## config.mk

```make
export PLATFORM = sky130hd
export DESIGN_NAME = limitGainAgc
export DESIGN_NICKNAME = d
export VERILOG_FILES = /design/src/rtl/agcPkg.sv /design/src/rtl/agcHitPath.sv /design/src/rtl/agcWindowCtl.sv /design/src/rtl/agcPwmGen.sv /design/src/rtl/limitGainAgc.sv
export SDC_FILE = /design/constraint.sdc
export NUM_CORES = 1
export LEC_CHECK = 0
export ABC_AREA = 0
export BUFFER_PORTS_ARGS = -buffer_cell sky130_fd_sc_hd__buf_4
export CORE_UTILIZATION = 50
export DETAILED_ROUTE_END_ITERATION = 10
export GPL_TIMING_DRIVEN = 0
export HOLD_SLACK_MARGIN = 0.15
export PLACE_DENSITY = 0.7
export SETUP_SLACK_MARGIN = 0.1
export SLEW_MARGIN = 10
export SYNTH_ARGS = -nofsm -noshare
export SYNTH_HDL_FRONTEND = slang
export SYNTH_HIERARCHICAL = 1
export SYNTH_SLANG_ARGS = --single-unit
```

## constraint.sdc

```tcl
create_clock -name clk -period 20.5 [get_ports clk]
set_input_delay 2.05 -clock clk [delete_from_list [all_inputs] [get_ports clk]]
set_output_delay 2.05 -clock clk [all_outputs]
set_load 0.01 [all_outputs]
```

## src/rtl/agcPkg.sv

```systemverilog
package agcPkg;
  // Strobes from window control to the datapath
  typedef struct packed {
    logic accumulate;  // a valid group is present: add its hits
    logic close;       // this group ends the window: clear the sum
    logic stepUp;      // raise the duty value by one step
    logic stepDown;    // lower the duty value by one step
  } agcStrobe_t;
endpackage

```

## src/rtl/agcHitPath.sv

```systemverilog
module agcHitPath
  import agcPkg::*;
#(
  parameter int SAMPLE_W  = 12,
  parameter int LANES     = 4,
  parameter int HIT_W     = 15,
  parameter int DUTY_W    = 10,
  parameter int DUTY_INIT = 512
) (
  input  logic                      clk,
  input  logic                      rstN,
  input  logic [LANES*SAMPLE_W-1:0] sampleGroup,
  input  logic [SAMPLE_W-1:0]       limitHigh,
  input  logic [SAMPLE_W-1:0]       limitLow,
  input  agcStrobe_t                strobe,
  output logic [HIT_W-1:0]          windowTotal,
  output logic [DUTY_W-1:0]         duty
);
  localparam int GH_W = $clog2(LANES + 1);
  localparam logic [DUTY_W-1:0] DUTY_MAX = '1;
  localparam logic [DUTY_W-1:0] DUTY_RST = DUTY_W'(DUTY_INIT);

  logic [LANES-1:0] laneHit;
  logic [GH_W-1:0]  groupHits;
  logic [HIT_W-1:0] acc;

  // One near-limit comparator pair per lane
  for (genvar lane = 0; lane < LANES; lane++) begin : g_lane
    logic [SAMPLE_W-1:0] code;
    assign code = sampleGroup[lane*SAMPLE_W +: SAMPLE_W];
    assign laneHit[lane] = (code >= limitHigh) || (code <= limitLow);
  end

  always_comb begin
    groupHits = '0;
    for (int i = 0; i < LANES; i++) begin
      groupHits = groupHits + GH_W'(laneHit[i]);
    end
  end

  // The sum seen at the close includes the closing group itself
  assign windowTotal = acc + HIT_W'(groupHits);

  always_ff @(posedge clk) begin
    if (!rstN) begin
      acc <= '0;
    end else if (strobe.close) begin
      acc <= '0;
    end else if (strobe.accumulate) begin
      acc <= windowTotal;
    end
  end

  always_ff @(posedge clk) begin
    if (!rstN) begin
      duty <= DUTY_RST;
    end else if (strobe.stepUp && (duty != DUTY_MAX)) begin
      duty <= duty + 1'b1;
    end else if (strobe.stepDown && (duty != '0)) begin
      duty <= duty - 1'b1;
    end
  end

  assert_duty_hold_R9: assert property (@(posedge clk) disable iff (!rstN)
    !strobe.close |=> $stable(duty));

  assert_top_sat_R7: assert property (@(posedge clk) disable iff (!rstN)
    (strobe.stepUp && duty == DUTY_MAX) |=> duty == DUTY_MAX);

  assert_bottom_sat_R7: assert property (@(posedge clk) disable iff (!rstN)
    (strobe.stepDown && duty == '0) |=> duty == '0);

  assert_sum_restart_R8: assert property (@(posedge clk) disable iff (!rstN)
    strobe.close |=> acc == '0);
endmodule

```

## src/rtl/agcWindowCtl.sv

```systemverilog
module agcWindowCtl
  import agcPkg::*;
#(
  parameter int WINDOW_GROUPS = 4096,
  parameter int HIT_W         = 15
) (
  input  logic             clk,
  input  logic             rstN,
  input  logic             sampleValid,
  input  logic [HIT_W-1:0] windowTotal,
  input  logic [HIT_W-1:0] targetLow,
  input  logic [HIT_W-1:0] targetHigh,
  output agcStrobe_t       strobe
);
  localparam int WIN_W = $clog2(WINDOW_GROUPS);
  localparam logic [WIN_W-1:0] WIN_LAST = WIN_W'(WINDOW_GROUPS - 1);

  logic [WIN_W-1:0] winCnt;
  logic             lastGroup;
  logic             tooFew;
  logic             tooMany;

  assign lastGroup = (winCnt == WIN_LAST);
  assign tooFew    = windowTotal < targetLow;
  assign tooMany   = windowTotal > targetHigh;

  always_ff @(posedge clk) begin
    if (!rstN) begin
      winCnt <= '0;
    end else if (sampleValid) begin
      winCnt <= lastGroup ? '0 : winCnt + 1'b1;
    end
  end

  // If the targets are crossed, raising the gain wins
  always_comb begin
    strobe.accumulate = sampleValid;
    strobe.close      = sampleValid && lastGroup;
    strobe.stepUp     = strobe.close && tooFew;
    strobe.stepDown   = strobe.close && !tooFew && tooMany;
  end

  assert_step_at_close_R3: assert property (@(posedge clk) disable iff (!rstN)
    (strobe.stepUp || strobe.stepDown) |-> (sampleValid && winCnt == WIN_LAST));

  assert_one_direction_R4: assert property (@(posedge clk) disable iff (!rstN)
    $onehot0({strobe.stepUp, strobe.stepDown}));

  assert_count_frozen_R3: assert property (@(posedge clk) disable iff (!rstN)
    !sampleValid |=> $stable(winCnt));
endmodule

```

## src/rtl/agcPwmGen.sv

```systemverilog
module agcPwmGen #(
  parameter int DUTY_W = 10
) (
  input  logic              clk,
  input  logic              rstN,
  input  logic [DUTY_W-1:0] duty,
  output logic              pwmOut
);
  logic [DUTY_W-1:0] pwmCnt;

  always_ff @(posedge clk) begin
    if (!rstN) begin
      pwmCnt <= '0;
    end else begin
      pwmCnt <= pwmCnt + 1'b1;
    end
  end

  assign pwmOut = pwmCnt < duty;

  assert_pwm_wrap_R10: assert property (@(posedge clk) disable iff (!rstN)
    (pwmCnt == '1) |=> (pwmCnt == '0));

  assert_pwm_off_R10: assert property (@(posedge clk) disable iff (!rstN)
    (duty == '0) |-> !pwmOut);
endmodule

```

## src/rtl/limitGainAgc.sv

```systemverilog
module limitGainAgc
  import agcPkg::*;
#(
  parameter int SAMPLE_W      = 12,
  parameter int LANES         = 4,
  parameter int DUTY_W        = 10,
  parameter int DUTY_INIT     = 512,
  parameter int WINDOW_GROUPS = 4096,
  localparam int HIT_W        = $clog2(LANES * WINDOW_GROUPS + 1)
) (
  input  logic                      clk,
  input  logic                      rstN,
  input  logic                      sampleValid,
  input  logic [LANES*SAMPLE_W-1:0] sampleGroup,
  input  logic [SAMPLE_W-1:0]       limitHigh,
  input  logic [SAMPLE_W-1:0]       limitLow,
  input  logic [HIT_W-1:0]          targetLow,
  input  logic [HIT_W-1:0]          targetHigh,
  output logic [DUTY_W-1:0]         gainDuty,
  output logic                      pwmOut
);
  agcStrobe_t       strobe;
  logic [HIT_W-1:0] windowTotal;

  agcWindowCtl #(
    .WINDOW_GROUPS(WINDOW_GROUPS),
    .HIT_W        (HIT_W)
  ) ctl_i (
    .clk        (clk),
    .rstN       (rstN),
    .sampleValid(sampleValid),
    .windowTotal(windowTotal),
    .targetLow  (targetLow),
    .targetHigh (targetHigh),
    .strobe     (strobe)
  );

  agcHitPath #(
    .SAMPLE_W (SAMPLE_W),
    .LANES    (LANES),
    .HIT_W    (HIT_W),
    .DUTY_W   (DUTY_W),
    .DUTY_INIT(DUTY_INIT)
  ) path_i (
    .clk        (clk),
    .rstN       (rstN),
    .sampleGroup(sampleGroup),
    .limitHigh  (limitHigh),
    .limitLow   (limitLow),
    .strobe     (strobe),
    .windowTotal(windowTotal),
    .duty       (gainDuty)
  );

  agcPwmGen #(
    .DUTY_W(DUTY_W)
  ) pwm_i (
    .clk   (clk),
    .rstN  (rstN),
    .duty  (gainDuty),
    .pwmOut(pwmOut)
  );
endmodule

```

Word-level counts from Yosys, hierarchy flattened
Index checks and enable logic that the tools add are counted.
{"block": "totals", "ff_bits": 47, "in_bits": 105, "output_inout_bits": 11}
{"block": "classes", "addsub": 8, "order_cmp": 11, "eq_ne": 2, "muxes": 3, "n_bitwise": 1, "n_reduce_logical": 14}
{"op": "$ge A12 B12 Y1", "count": 4}
{"op": "$le A12 B12 Y1", "count": 4}
{"op": "$add A10 B1 Y10 const B", "count": 2}
{"op": "$mux W10", "count": 2}
{"op": "$add A15 B3 Y15", "count": 1}
{"op": "$gt A15 B15 Y1", "count": 1}
{"op": "$lt A15 B15 Y1", "count": 1}
{"op": "$add A12 B1 Y12 const B", "count": 1}
{"op": "$eq A12 B12 Y1 const B", "count": 1}
{"op": "$mux W12", "count": 1}
{"op": "$lt A10 B10 Y1", "count": 1}
{"op": "$ne A10 B10 Y1 const B", "count": 1}
{"op": "$reduce_bool A10 Y1", "count": 1}
{"op": "$sub A10 B1 Y10 const B", "count": 1}
{"op": "$add A3 B1 Y3", "count": 2}
{"op": "$logic_and A1 B1 Y1", "count": 6}
{"op": "$logic_or A1 B1 Y1", "count": 4}
{"op": "$add A1 B1 Y2", "count": 1}
{"op": "$reduce_bool A2 Y1", "count": 1}
{"op": "$reduce_or A2 Y1", "count": 1}
{"op": "$logic_not A1 Y1", "count": 1}
{"op": "$not A1 Y1", "count": 1}

Depth between registers and ports, before layout
{"block": "logic_depth", "depth_word": 13, "ltp_mapped": 30}

Modules after synthesis
Netlist, hierarchy kept.
{"module": "agcHitPath", "instances": 1, "cells_each": 438, "area_per_inst_um2": 3762.4}
{"module": "agcWindowCtl", "instances": 1, "cells_each": 170, "area_per_inst_um2": 1306.3}
{"module": "agcPwmGen", "instances": 1, "cells_each": 70, "area_per_inst_um2": 621.8}

Least setup slack after synthesis
No wires, ideal clock.
{"block": "synth_timing", "path_kind": "input to register", "startpoint": "input port sampleGroup[36]", "endpoint": "register path_i.duty[9]", "setup_ns": 0.123, "arrival_time_ns": 7.962, "required_ns": 20.377, "slack_ns": 12.414, "cell_stages": 30, "path_buffers": 0, "path_cell_list": "inv_1 > ha_1 > nand2b_1 > a21o_1 > a211o_1 > o2111ai_1 > a21oi_1 > a2111oi_0 > fa_1 > inv_1 > fa_1 > fa_1 > nand3_1 > nor3_1 > nand3_1 > xnor2_1 > ha_1 > a21oi_1 > o21ai_0 > a21oi_1 > o41ai_2 > nor2_1 > o31ai_2 > ha_1 > a21oi_1 > nor2b_1 > a311o_1 > a221oi_2 > mux2i_1 > mux2_1"}
{"element": "from (decl)", "line": "limitGainAgc.sv:14", "rtl": "input logic [LANES*SAMPLE_W-1:0] sampleGroup,"}
{"element": "to (signal assigned)", "line": "agcHitPath.sv:58", "rtl": "duty <= duty + 1'b1;"}
{"element": "to (signal assigned)", "line": "agcHitPath.sv:60", "rtl": "duty <= duty - 1'b1;"}
{"element": "to (decl)", "line": "agcHitPath.sv:17", "rtl": "output logic [DUTY_W-1:0] duty"}

==> results by group <==
Layout
  • Leading cell type in the layout, fill and taps excluded: sky130_fd_sc_hd__ha_1
  • Fraction of final layout cells with drive strength greater than 1: between 10% and 20%
  • Area Overhead vs Synth: 20.71%
  • Count of fill cells added during filler insertion: ~1000
  • Antenna Cells: 0
  • Final layout net count: about 1100
  • Final design utilization: a little over three fifths
  • Commonest cells after routing, fill and taps aside: sky130_fd_sc_hd__ha_1, sky130_fd_sc_hd__buf_4, sky130_fd_sc_hd__inv_1, sky130_fd_sc_hd__a21oi_1, sky130_fd_sc_hd__dfxtp_1

Clock network
  • Clock insertion delay at the later pin of the skew report: 0.29 ns
  • TritonCTS clock tree: built
  • Max Root-Sink Buffers: 2
  • CTS Hold Buffers Added: 0
  • Buffer cell driving the clock tree root: sky130_fd_sc_hd__clkbuf_16
  • Level count of the clock H-tree: 2
  • Number of buffers created by CTS: 5
  • Clock transition at path regs: 0.07 ns
  • Cells resized by post-CTS repair: 0
  • Post-CTS setup buffers: 0
  • Num Clock Sinks: 47

Worst setup path
  • Crit end category: flop
  • R2R cell count: 18
  • Endpoint arrival time on the critical path: 9.20 ns
  • Delay of the slowest cell on the worst path: about 0.78 ns
  • Required time of the critical path: roughly 21 ns
  • Startpoint type of the worst setup path: input port
  • Critical Path Slowest Stage Cell: sky130_fd_sc_hd__a2111oi_0
  • Worst Setup EP: path_i/duty[9]
  • Critical path class: in -> reg
  • Crit-path max FO: 12
  • Worst reg2reg setup slack: between 15 and 20 ns
  • Worst Setup SP: limitHigh[9]
  • Worst R2R End: path_i/duty[9]
  • Origin of the critical flop-to-flop path: path_i/acc[0]

STA
  • Final count of negative-setup-slack endpoints: 0
  • Final Hold Vio Count: 0
  • Maximum clock skew at final layout: 0.004320 ns
  • Max Slew Vio Count: 0
  • Worst rel slew slack: 36.03%
  • Worst-margin pin slew: about 0.95 ns
  • Highest attainable clock frequency: between 100 and 150 MHz
  • Time the final worst path needs with I/O delays and setup: roughly 9.0 ns
  • Total negative slack for setup checks: 0 ns
  • Tcrit/Tclk final: a little over two fifths
  • Unrepaired setup endpoints after global routing: false

Route
  • Routed length on met1: 6565 µm
  • First-pass iteration count of the detailed router: 4
  • Routed wire length: between 10000 and 15000 µm
  • Via Count: 5222
  • Detailed-routed wire length on met2: 6414 µm
  • Number of routed nets with antenna violations: 0
  • Highest metal layer used by the detailed router: met4
  • Metal3 WL: 585 µm
  • Remaining routing DRC violations: 0
  • Vias per std cell: approximately 5.6
  • Detailed Route Iter0 Violations: ~250
  • Wire length per cell: 14.65 µm

Global routing
  • Pin count of the biggest net entering global routing: 23
  • Via count of the first global-routing pass: between 5000 and 6000
  • Antenna violations before repair: 0
  • All-Layer GR Usage: about a quarter
  • Global-route wire length before repair: 22820 µm
  • Remaining Overflow, GRT: 0

Run status
  • Run status: complete, no violations

Synthesis
  • Netlist area before placement: 5690 µm²
  • Number of synthesized register bits: 47
  • Post-synth EDFFs: 0
  • Async S/R FF share, synth: 0%
  • Unique cell type count in the Yosys netlist: between 50 and 60
  • Net Count, Synth: just over 900
  • Number of warnings issued by yosys: 6
  • Share of the yosys chip area belonging to registers: around 17%
  • Post-synthesis average cell area: between 8 and 9 µm²
  • Main flop type after synthesis: sky130_fd_sc_hd__dfxtp_1
  • Synthesized instance count: 678

Pwr
  • Clock share of power: 28.1%
  • Power share of the sequential group: about a third
  • Pwr/cell area: 43.02 nW/µm²
  • Lkg Pwr: between 0.003 and 0.004 µW
  • Internal: 196.0 µW
  • Net load switching power: between 90 and 100 µW
  • Peak supply drop: 0.03290 mV
  • Switching Share: between 30 and 40%
  • Proportion of power drawn by combinational gates: between 30 and 40%

Floorplan
  • Total number of placement rows: 38
  • Initial standard-cell utilization of the core: about half
  • Die Y-Extent: 108.7 µm
  • Area enclosed by the die boundary: approximately 12000 µm²
  • X dimension of the die: around 110 µm
  • Core area: about 11000 µm²
  • Number of top-level pins: about 120

Placed design
  • Buffers added on ports: approximately 110
  • Placed wire-length estimate after detailed placement: ~12000 µm
  • Placer Congestion: around 0.93

Worst hold path
  • Worst Hold Launch: pwm_i/pwmCnt[0]
  • Number of stages on the worst hold path: 1
  • Hold crit path type: reg -> reg

Run
  • Max-capacitance violation count: 0
==> cell families (layout without fill, tap and decap cells) <==
logic type | after synthesis | after routing | synth area share, %
and+or+nand+nor | 197 | 197 | 18.65
adders and majority gates | 149 | 149 | 33.29
AOI/OAI and AO/OA | 145 | 145 | 16.82
buffers and inverters | 82 | 204 | 5.541
xor gates and xnor gates | 48 | 48 | 7.388
DFF | 47 | 47 | 16.53
muxes | 10 | 10 | 1.781
==> registers in the layout (all words and copies together) (netlist names) <==
register,count
path_i/duty,10
path_i/acc,15
pwm_i/pwmCnt,10
ctl_i/winCnt,12
==> worst min-delay path by stage <==
stage / slack (ns) / end
2_1_floorplan: 0.42 / pwm_i/pwmCnt[0]
3_3_place_gp: 0.45 / pwm_i/pwmCnt[0]
3_5_place_dp: 0.46 / pwm_i/pwmCnt[0]
4_1_cts: 0.48 / pwm_i/pwmCnt[0]
5_1_grt: 0.49 / pwm_i/pwmCnt[0]
6_report: 0.47 / pwm_i/pwmCnt[0]
==> power by group through the flow <==
stage	Combinational, µW	Clock, µW	Sequential, µW
finish	115	82.9	97.3
CTS	115	85.7	97.4
global placement	109	0	99.3
detailed placement	114	0	99.5
global route	133	89.4	97.8
floorplan	74.4	0	98.9
==> cells in the mapped netlist (2+ instances only) <==
library cell                  n  share of area [%]
sky130_fd_sc_hd__nand4_1     30                3.3
sky130_fd_sc_hd__nor2_1      36                2.4
sky130_fd_sc_hd__a2111oi_0    2               0.31
sky130_fd_sc_hd__nand2_1     37                2.4
sky130_fd_sc_hd__o21a_1       3               0.40
sky130_fd_sc_hd__o211ai_1     5               0.66
sky130_fd_sc_hd__fa_1         4                1.4
sky130_fd_sc_hd__inv_1       72                4.7
sky130_fd_sc_hd__xnor2_1     23                3.5
sky130_fd_sc_hd__and4_1       6               0.92
sky130_fd_sc_hd__nor2b_1     17                1.9
sky130_fd_sc_hd__or3_1        3               0.33
sky130_fd_sc_hd__o22ai_1      2               0.22
sky130_fd_sc_hd__and2_1      14                1.5
sky130_fd_sc_hd__nand2b_1    10                1.1
sky130_fd_sc_hd__ha_1       145                 32
sky130_fd_sc_hd__mux2i_1      9                1.6
sky130_fd_sc_hd__and3_1       9               0.99
sky130_fd_sc_hd__a221oi_1     2               0.31
sky130_fd_sc_hd__a31oi_1      2               0.22
sky130_fd_sc_hd__a211oi_1     7               0.92
sky130_fd_sc_hd__dfxtp_1     47                 17
sky130_fd_sc_hd__o211a_1      3               0.53
sky130_fd_sc_hd__nand3b_1     2               0.26
sky130_fd_sc_hd__nand4_2      2               0.44
sky130_fd_sc_hd__o31ai_1      3               0.40
sky130_fd_sc_hd__a21oi_1     50                4.4
sky130_fd_sc_hd__xor2_1      25                3.8
sky130_fd_sc_hd__buf_2        3               0.26
sky130_fd_sc_hd__nor4_1       3               0.33
sky130_fd_sc_hd__o21ai_0     16                1.4
sky130_fd_sc_hd__nor3_1       4               0.35
sky130_fd_sc_hd__o21ai_1      2               0.18
sky130_fd_sc_hd__nor4b_1      2               0.31
sky130_fd_sc_hd__a21o_1      34                4.5
sky130_fd_sc_hd__nand3_1     19                1.7
sky130_fd_sc_hd__clkbuf_1     5               0.33
sky130_fd_sc_hd__o21bai_1     3               0.40
==> metrics by stage <==
step	std cells	worst slack, ns	cell area, µm²	total power (µW)	hold WS [ns]
2_1_floorplan	678	12.41	5690	173.3	0.4244
3_3_place_gp	932	11.14	6721	208.6	0.4463
3_5_place_dp	932	11.14	6721	213.4	0.4576
4_1_cts	940	11.44	6869	297.7	0.4777
5_1_grt	940	10.82	6869	319.8	0.4890
6_report	940	11.48	6869	295.5	0.4743
==> per-layer routing <==
layer | GRT usage, % | vias to the layer above
met3 | 1.674 | 15
met5 | 0 | -
li1 | - | 2690
met2 | 42.13 | 108
met1 | 31.98 | 2409
met4 | 5.695 | 0
==> cell type report <==
type / count / area, µm² / share of cell area, %
Buffer: 10 / 45.04 / 0.6557
Tap cell: 140 / 175.2 / 2.550
Timing Repair Buffer: 114 / 855.8 / 12.46
Sequential cell: 47 / 940.9 / 13.70
Clock inverter: 3 / 22.52 / 0.3279
Multi-Input combinational cell: 549 / 4434 / 64.55
Clock buffer: 5 / 125.1 / 1.821
Inverter: 72 / 270.3 / 3.934
==> critical path: cells and delay by family <==
| kind | cells | cell delay [ns] |
|---|---|---|
| AO/OA/AOI/OAI | 12 | 2.90 |
| XOR/XNOR | 1 | 0.31 |
| adder cells (fa/ha/maj) | 6 | 2.01 |
| buffers and inverters | 3 | 0.31 |
| multiplexers | 2 | 0.56 |
| AND/OR/NAND/NOR | 5 | 1.04 |
Power figures use the tool's default switching activity.
